`src/rtl/lti_pkg.sv`:
```
package lti_pkg;
  typedef enum logic [1:0] {
    DLY_IDLE = 2'd0,
    DLY_RUN  = 2'd1,
    DLY_FIRE = 2'd2
  } dly_state_t;

  typedef struct packed {
    logic latch_wr;
    logic reload_wr;
    logic dis_wr;
    logic en_wr;
  } lti_cmd_t;
endpackage

```
`src/rtl/lti_decode.sv`:
```
module lti_decode #(
  parameter int ADDR_W = 16
) (
  input  logic              wr_en,
  input  logic [ADDR_W-1:0] wr_addr,
  output lti_pkg::lti_cmd_t cmd
);
  logic hit;
  logic upper;
  logic odd;

  always_comb begin
    hit   = wr_en && (wr_addr[ADDR_W-1:ADDR_W-2] == 2'b11);
    upper = wr_addr[ADDR_W-3];
    odd   = wr_addr[0];
    cmd.latch_wr  = hit && !upper && !odd;
    cmd.reload_wr = hit && !upper &&  odd;
    cmd.dis_wr    = hit &&  upper && !odd;
    cmd.en_wr     = hit &&  upper &&  odd;
  end
endmodule

```
`src/rtl/lti_edge.sv`:
```
module lti_edge (
  input  logic clk,
  input  logic rst_n,
  input  logic line_in,
  output logic rise
);
  logic line_q;

  always_ff @(posedge clk) begin
    if (!rst_n) line_q <= 1'b0;
    else        line_q <= line_in;
  end

  assign rise = line_in && !line_q;

  // a rise cannot repeat on consecutive cycles
  a_r9_single_rise: assert property (@(posedge clk) disable iff (!rst_n)
    rise |=> !rise);
endmodule

```
`src/rtl/lti_counter.sv`:
```
module lti_counter #(
  parameter int CNT_W = 8
) (
  input  logic              clk,
  input  logic              rst_n,
  input  lti_pkg::lti_cmd_t cmd,
  input  logic [CNT_W-1:0]  wr_data,
  input  logic              cnt_edge,
  output logic              pending
);
  logic [CNT_W-1:0] latch_q;
  logic [CNT_W-1:0] cnt_q;
  logic [CNT_W-1:0] cnt_nxt;
  logic             reload_q;
  logic             en_q;
  logic             pend_q;
  logic             set_evt;

  always_comb begin
    cnt_nxt = cnt_q;
    if (cnt_edge) begin
      if (reload_q || (cnt_q == '0)) cnt_nxt = latch_q;
      else                           cnt_nxt = cnt_q - 1'b1;
    end
    set_evt = cnt_edge && (cnt_nxt == '0) && en_q;
  end

  always_ff @(posedge clk) begin
    if (!rst_n) begin
      latch_q  <= '0;
      cnt_q    <= '0;
      reload_q <= 1'b0;
      en_q     <= 1'b0;
      pend_q   <= 1'b0;
    end else begin
      if (cmd.latch_wr) latch_q <= wr_data;
      cnt_q <= cnt_nxt;
      if (cmd.reload_wr)    reload_q <= 1'b1;
      else if (cnt_edge)    reload_q <= 1'b0;
      if (cmd.en_wr)        en_q <= 1'b1;
      else if (cmd.dis_wr)  en_q <= 1'b0;
      if (set_evt)          pend_q <= 1'b1;
      else if (cmd.dis_wr)  pend_q <= 1'b0;
    end
  end

  assign pending = pend_q;

  // without a counting edge the counter holds
  a_r2_hold: assert property (@(posedge clk) disable iff (!rst_n)
    !cnt_edge |=> $stable(cnt_q));
  // non-zero counter without request steps down by one
  a_r3_decrement: assert property (@(posedge clk) disable iff (!rst_n)
    (cnt_edge && !reload_q && (cnt_q != '0)) |=> (cnt_q == CNT_W'($past(cnt_q) - 1'b1)));
  // acknowledge without a new event clears pending
  a_r5_ack_clears: assert property (@(posedge clk) disable iff (!rst_n)
    (cmd.dis_wr && !set_evt) |=> !pend_q);
  // pending rises only from an enabled counting edge
  a_r4_rise_cause: assert property (@(posedge clk) disable iff (!rst_n)
    $rose(pend_q) |-> $past(cnt_edge && en_q));
endmodule

```
`src/rtl/lti_delay.sv`:
```
module lti_delay #(
  parameter int TICKS = 5
) (
  input  logic clk,
  input  logic rst_n,
  input  logic pending,
  input  logic ack,
  input  logic step_tick,
  output logic irq
);
  import lti_pkg::*;
  localparam int DW = $clog2(TICKS + 1);

  dly_state_t    st_q;
  logic [DW-1:0] left_q;

  always_ff @(posedge clk) begin
    if (!rst_n) begin
      st_q   <= DLY_IDLE;
      left_q <= '0;
    end else if (ack) begin
      st_q   <= DLY_IDLE;
      left_q <= '0;
    end else begin
      case (st_q)
        DLY_IDLE: if (pending) begin
          st_q   <= DLY_RUN;
          left_q <= DW'(TICKS);
        end
        DLY_RUN: if (step_tick) begin
          left_q <= left_q - 1'b1;
          if (left_q == DW'(1)) st_q <= DLY_FIRE;
        end
        default: st_q <= DLY_FIRE;
      endcase
    end
  end

  assign irq = (st_q == DLY_FIRE);

  // the output only rises on a sampled tick
  a_r7_rise_on_tick: assert property (@(posedge clk) disable iff (!rst_n)
    $rose(irq) |-> $past(step_tick));
  // held until acknowledged
  a_r7_hold: assert property (@(posedge clk) disable iff (!rst_n)
    (irq && !ack) |=> irq);
  // acknowledge drops the output
  a_r5_irq_low: assert property (@(posedge clk) disable iff (!rst_n)
    ack |=> !irq);
endmodule

```
`src/rtl/line_irq_timer.sv`:
```
module line_irq_timer #(
  parameter int ADDR_W      = 16,
  parameter int CNT_W       = 8,
  parameter int DELAY_TICKS = 5
) (
  input  logic              clk,
  input  logic              rst_n,
  input  logic              wr_en,
  input  logic [ADDR_W-1:0] wr_addr,
  input  logic [CNT_W-1:0]  wr_data,
  input  logic              a12,
  input  logic              step_tick,
  output logic              irq
);
  lti_pkg::lti_cmd_t cmd;
  logic              cnt_edge;
  logic              pending;

  lti_decode #(.ADDR_W(ADDR_W)) u_decode (
    .wr_en   (wr_en),
    .wr_addr (wr_addr),
    .cmd     (cmd)
  );

  lti_edge u_edge (
    .clk     (clk),
    .rst_n   (rst_n),
    .line_in (a12),
    .rise    (cnt_edge)
  );

  lti_counter #(.CNT_W(CNT_W)) u_counter (
    .clk      (clk),
    .rst_n    (rst_n),
    .cmd      (cmd),
    .wr_data  (wr_data),
    .cnt_edge (cnt_edge),
    .pending  (pending)
  );

  lti_delay #(.TICKS(DELAY_TICKS)) u_delay (
    .clk       (clk),
    .rst_n     (rst_n),
    .pending   (pending),
    .ack       (cmd.dis_wr),
    .step_tick (step_tick),
    .irq       (irq)
  );

  // output low in the cycle after reset
  a_r10_reset_low: assert property (@(posedge clk)
    !rst_n |=> !irq);
endmodule

```
`config.mk`:
```
export PLATFORM = sky130hd
export DESIGN_NAME = line_irq_timer
export DESIGN_NICKNAME = d
export VERILOG_FILES = /design/src/rtl/lti_pkg.sv /design/src/rtl/lti_decode.sv /design/src/rtl/lti_edge.sv /design/src/rtl/lti_counter.sv /design/src/rtl/lti_delay.sv /design/src/rtl/line_irq_timer.sv
export SDC_FILE = /design/constraint.sdc
export NUM_CORES = 1
export LEC_CHECK = 0
export ABC_CLOCK_PERIOD_IN_PS = 2750
export BUFFER_PORTS_ARGS = -buffer_cell sky130_fd_sc_hd__buf_4
export CAP_MARGIN = 10
export CELL_PAD_IN_SITES_DETAIL_PLACEMENT = 2
export CELL_PAD_IN_SITES_GLOBAL_PLACEMENT = 2
export CORE_MARGIN = 5
export CORE_UTILIZATION = 35
export CTS_BUF_LIST = sky130_fd_sc_hd__clkbuf_4
export DETAILED_ROUTE_END_ITERATION = 10
export GPL_TIMING_DRIVEN = 0
export PLACE_DENSITY = 0.86
export SLEW_MARGIN = 20
export SYNTH_ARGS = -nofsm -noshare
export SYNTH_HDL_FRONTEND = slang
export SYNTH_SLANG_ARGS = --single-unit
```
`constraint.sdc`:
```
create_clock -name clk -period 2.75 [get_ports clk]
set_input_delay 0.1375 -clock clk [delete_from_list [all_inputs] [get_ports clk]]
set_output_delay 0.1375 -clock clk [all_outputs]
set_load 0.01 [all_outputs]
```
# Word-level counts from Yosys, hierarchy flattened

Index checks and enable logic that the tools add are counted.

Flip-flop bits (word level): 25
Logic and storage cells: 56
Output and inout port bits: 1
Input bits: 29

Multiplexer cells: 14
Equal/unequal tests: 7
Add/subtract/negate cells: 2
Bitwise logic cells: 1
Reductions and logical operators: 24

Operators with widths:

| operator                                                                 | count |
|---|---|
| 8-bit logical NOT                                                        | 2 |
| 8-bit two-way mux                                                        | 2 |
| 1-bit logical AND                                                        | 10 |
| 2-bit nonzero test                                                       | 4 |
| 8-bit by 1-bit subtractor with 8-bit output (second input constant)      | 1 |
| 2-bit two-way mux                                                        | 3 |
| 3-bit two-way mux                                                        | 2 |
| 3-bit one-hot mux with 2 select lines                                    | 1 |
| 3-bit AND reduction                                                      | 2 |
| 1-bit two-way mux                                                        | 5 |
| 2-bit equality test (second input constant)                              | 2 |
| 2-bit inequality test (second input constant)                            | 2 |
| 2-bit one-hot mux with 2 select lines                                    | 1 |
| 3-bit by 1-bit equality test with 1-bit output (second input constant)   | 1 |
| 1-bit logical NOT                                                        | 3 |
| 3-bit by 1-bit subtractor with 3-bit output (second input constant)      | 1 |
| 2-bit by 1-bit equality test with 1-bit output (second input constant)   | 1 |
| 2-bit logical NOT                                                        | 1 |
| 2-bit by 1-bit inequality test with 1-bit output (second input constant) | 1 |
| 2-bit OR reduction                                                       | 1 |
| 1-bit logical OR                                                         | 1 |
| 1-bit NOT                                                                | 1 |

# Logic depth before layout (Yosys ltp)

Depth after elaboration: 8
Mapped depth: 8

# Hierarchy

A second synthesis with hierarchy kept.

Cell total of the unflattened synthesis: 164
Area, all modules: 1380.1 sq um

Modules (own cells, without submodules):

| module      | instances | cells each | area an instance (sq um) |
|---|---|---|---|
| lti_counter | 1         | 123        | 1014.7 |
| lti_delay   | 1         | 30         | 276.5 |
| lti_decode  | 1         | 8          | 48.8 |
| lti_edge    | 1         | 3          | 40.0 |

# Least setup slack after synthesis

OpenSTA, ideal clock, no wires.

Path type: register to register
From: register u_counter.cnt_q[0]
To: register u_counter.pend_q (netlist: u_counter.pending)
Required time: 2.691 ns
Arrival time: 1.649 ns
Cell stages (with the launch flop): 8
Path slack: 1.042 ns
Cell sequence: dfxtp_1 inv_1 ha_1 a41oi_4 buf_4 a21oi_1 nor4_1 a32o_2

Longest elaborated chain between the ends: 8
Elaborated cells between the ends (all ways): 10
Those cells by class: 1 x add/sub; 3 x mux; 6 x reduce/logical

Ends and longest elaborated chain:

| item                                                                                | line              | text |
|---|---|---|
| start: declaration                                                                  | lti_counter.sv:12 | `logic [CNT_W-1:0] cnt_q;` |
| start signal: assignment                                                            | lti_counter.sv:37 | `cnt_q <= cnt_nxt;` |
| branches (longest 3 deep; another with 8-bit by 1-bit subtractor with 8-bit output) | --                |  |
| 8-bit two-way mux (*)                                                               | lti_counter.sv:21 | `if (cnt_edge) begin` |
| 8-bit logical NOT (*)                                                               | lti_counter.sv:25 | `set_evt = cnt_edge && (cnt_nxt == '0) && en_q;` |
| 1-bit logical AND (*) (2 in a row)                                                  | lti_counter.sv:25 |  |
| 1-bit two-way mux or 2-bit nonzero test (tied branches)                             | --                |  |
| end signal: assignment                                                              | lti_counter.sv:34 | `pend_q <= 1'b0;` |
| end signal: assignment                                                              | lti_counter.sv:42 | `if (set_evt) pend_q <= 1'b1;` |
| end signal: assignment                                                              | lti_counter.sv:43 | `else if (cmd.dis_wr) pend_q <= 1'b0;` |
| end: declaration                                                                    | lti_counter.sv:16 | `logic pend_q;` |

Mark *: on every way between the ends.
A chain may end at the register's enable or synchronous reset.

# Final worst setup path

Ends and elaborated chain as after synthesis.

==> flow_summary_export.csv <==
group,metric,value,unit
finish,drive_above_1_share,0.167,
route,vias_per_cell,5.05,
synthesis,syn_inst,147,
pwr,power_density,730,nW/µm²
finish,area_growth,16.9,%
setup_path,startpoint_type,"register",
synthesis,synth_ff_type,"dfxtp_1",
synthesis,synthTopCellsByArea,"dfxtp_1, mux2i_1, nor2b_1, a21oi_1, ha_1",
pwr,p_leak,0.000561,µW
global_routing,antenna_found_initial,0,
synthesis,async_reset_ff_frac,0,
sta,min_period,2.02,ns
route,wl,3440,µm
setup_path,regToRegStartpoint,"u_counter.cnt_q[0]$_SDFF_PN0_",
floorplanning,start_util,0.357,
synthesis,synth_adder_area_share,0.0389,
synthesis,synthMuxAreaShare,0.0778,
setup_path,worst_setup_path_end_kind,"register",
setup_path,crit_type,"register to register",
synthesis,synthTopCellsByCount,"dfxtp_1, nor2_1, nor2b_1",
clock_tree,cts_tree,"done",
route,wire_per_inst,15.9,µm
floorplanning,die_h,70.6,µm
route,ant_nets,0,
global_routing,grt_pass1_wl,5670,µm
floorplanning,coreArea,3610,µm²
synthesis,synth_area_per_cell,8.75,µm²
synthesis,synth-seq-cells,25,
setup_path,reg2regPathDepth,7,
clock_tree,cts_setup_buffers,0,
clock_tree,cts.hold.buffers_added,0,
hold_path,hp-class,"input port to register",
place,port-buffer-count,17,
floorplanning,die_area,4990,µm²
synthesis,synth_edf_count,0,
synthesis,synthXorXnorAreaFrac,0.0204,
clock_tree,cts.path.max_buffers,2,
synthesis,synth.most_common_cell,"dfxtp_1",
synthesis,synthSimpleGateAreaFrac,0.254,
clock_tree,insertion_delay,0.33,ns
route,dr.max_layer_used,"met4",
setup_path,cp-endpoint,"u_counter.pending$_SDFFE_PN0P_",
global_routing,grt_remaining_overflow,0,
sta,setup_viol,0,
finish,nets,202,
setup_path,critPathLaunch,"u_counter.cnt_q[0]$_SDFF_PN0_",
sta,min_period_over_period,0.735,
floorplanning,dieWidth,70.6,µm
route,num_vias,1090,
sta,fmaxAchievable,495,MHz
sta,worstMarginPinSlew,0.935,ns
route,drt_iter0_markers,36,
sta,skew,0.00493,ns
route,wl_met3,68,µm
setup_path,crit_path_max_fanout,10,
floorplanning,ios,30,
sta,hold_viol,0,
synthesis,syn-num-nets,180,
job,maxCapViolCount,0,
place,hpwl,2720,µm
synthesis,synth-compound-area-share,0.176,
route,wl_met2,1760,µm
route,drc,0,
global_routing,grt_usage,0.142,
clock_tree,clk_pin_slew,0.14,ns
synthesis,yosys_warnings,0,
synthesis,synthDistinctLibCells,38,
sta,rsz0062_at_grt,"no",
clock_tree,cts_resized,0,
synthesis,yosys.area.top_type_share,0.389,
sta,slew_violations,0,
global_routing,grt_max_degree,14,
finish,num_antenna_cells,0,
place,place_congestion,0.773,
route,first_pass_iters,4,
setup_path,timing.rr.end,"u_counter.pending$_SDFFE_PN0P_",
setup_path,required,3.04,ns
sta,tns,0,ns
pwr,total_power,1100,µW
clock_tree,root_buffer,"clkbuf_4",
synthesis,yosys.area.top_type,"dfxtp_1",
setup_path,cp_data_arrival_time,2.31,ns
run_status,status,"finished clean",
floorplanning,num_rows,22,
route,met1_length,1580,µm
synthesis,synth_top_family_by_area,"simple AND/OR/NAND/NOR gates",
synthesis,synth_area,1290,µm²
synthesis,ys_seq_area_frac,0.389,
clock_tree,cts_htree_levels,1,
pwr,ir_worst_vdd,261,µV
clock_tree,cts_sinks,25,
clock_tree,cts_made_buffers,3,
sta,slew-limit-headroom,0.373,
global_routing,grt_pass1_vias,1192,
setup_path,reg2reg_slack,0.73,ns
## power breakdown
part           switching, µW  internal [µW]  total (µW)  leakage (µW)
logic                    267            211         478      0.000340
clock network            116           66.9         183     0.0000184
registers               39.8            398         437      0.000203
total                    423            675        1100      0.000561
## worst max-delay path, cell delays in order, from the launching register on
cell and delay [ns]:
dfxtp_1 0.44, inv_1 0.11, ha_1 0.25, a41oi_4 0.37, buf_4 0.25, a21oi_1 0.09
nor4_1 0.28, a32o_2 0.20
## worst min path at each step
stage | start | to | slack [ns] | cells after the start
3_5_place_dp | a12 | u_edge.line_q$_SDFF_PN0_ | 0.39 | 2
5_1_grt | a12 | u_edge.line_q$_SDFF_PN0_ | 0.05 | 2
2_1_floorplan | a12 | u_edge.line_q$_SDFF_PN0_ | 0.26 | 1
6_report | a12 | u_edge.line_q$_SDFF_PN0_ | 0.04 | 2
3_3_place_gp | a12 | u_edge.line_q$_SDFF_PN0_ | 0.37 | 2
4_1_cts | a12 | u_edge.line_q$_SDFF_PN0_ | 0.03 | 2
## kinds of logic after synthesis
| kind of cell | after synthesis |
|---|---|
| flops | 25 |
| xor+xnor | 3 |
| compound gates | 32 |
| simple gates | 59 |
| buf+inv | 14 |
| fa+ha+maj | 4 |
| mux | 10 |
## layout make-up
cell class	instances	area, µm²
sequential	25	500
multi-input combinational	108	729
buffer	5	22.5
tap	48	60.1
fill	417	2100
clock buffer	4	30.0
timing repair buffer	17	128
inverter	9	33.8
## state kept, by name, summed over array words and instances (netlist names)
register	cells
u_counter.cnt_q	8
u_counter.en_q	1
u_counter.latch_q	8
u_counter.pending	1
u_counter.reload_q	1
u_delay.left_q	3
u_delay.st_q	2
u_edge.line_q	1
## placed cells by master (no fill, tap or decap), types with 2 or more instances in the layout
cell and count:
a21oi_1 10, a2bb2oi_1 2, a31oi_1 2, and2_1 6
buf_4 18, clkbuf_1 4, clkbuf_4 4, dfxtp_1 25
ha_1 4, inv_1 9, mux2i_1 10, nand2_1 9
nand3_1 4, nor2_1 13, nor2b_1 11, nor3_1 3
nor3b_1 2, nor4_1 2, o211ai_1 2, o21a_1 2
o21ai_0 4, o21ai_1 2, o22ai_1 2, or3_1 2
xor2_1 2
## metal layers
layer / GRT usage / up-vias
met4: 0.0376 / 0
met2: 0.266 / 13
met1: 0.165 / 520
li1: - / 554
met3: 0.0241 / 3
met5: 0 / -
## per-stage QoR
stage	utilization	setup WS [ns]	std cells	area [µm²]	hold slack, ns
floorplan	-	1.04	147	1290	0.265
global placement	0.409	0.765	212	1470	0.367
detailed placement	0.409	0.727	212	1470	0.387
CTS	0.417	0.693	216	1500	0.0305
global route	0.417	0.579	216	1500	0.0465
finish	0.417	0.728	216	1500	0.0356
No activity file was read; power rests on OpenSTA's default activity.
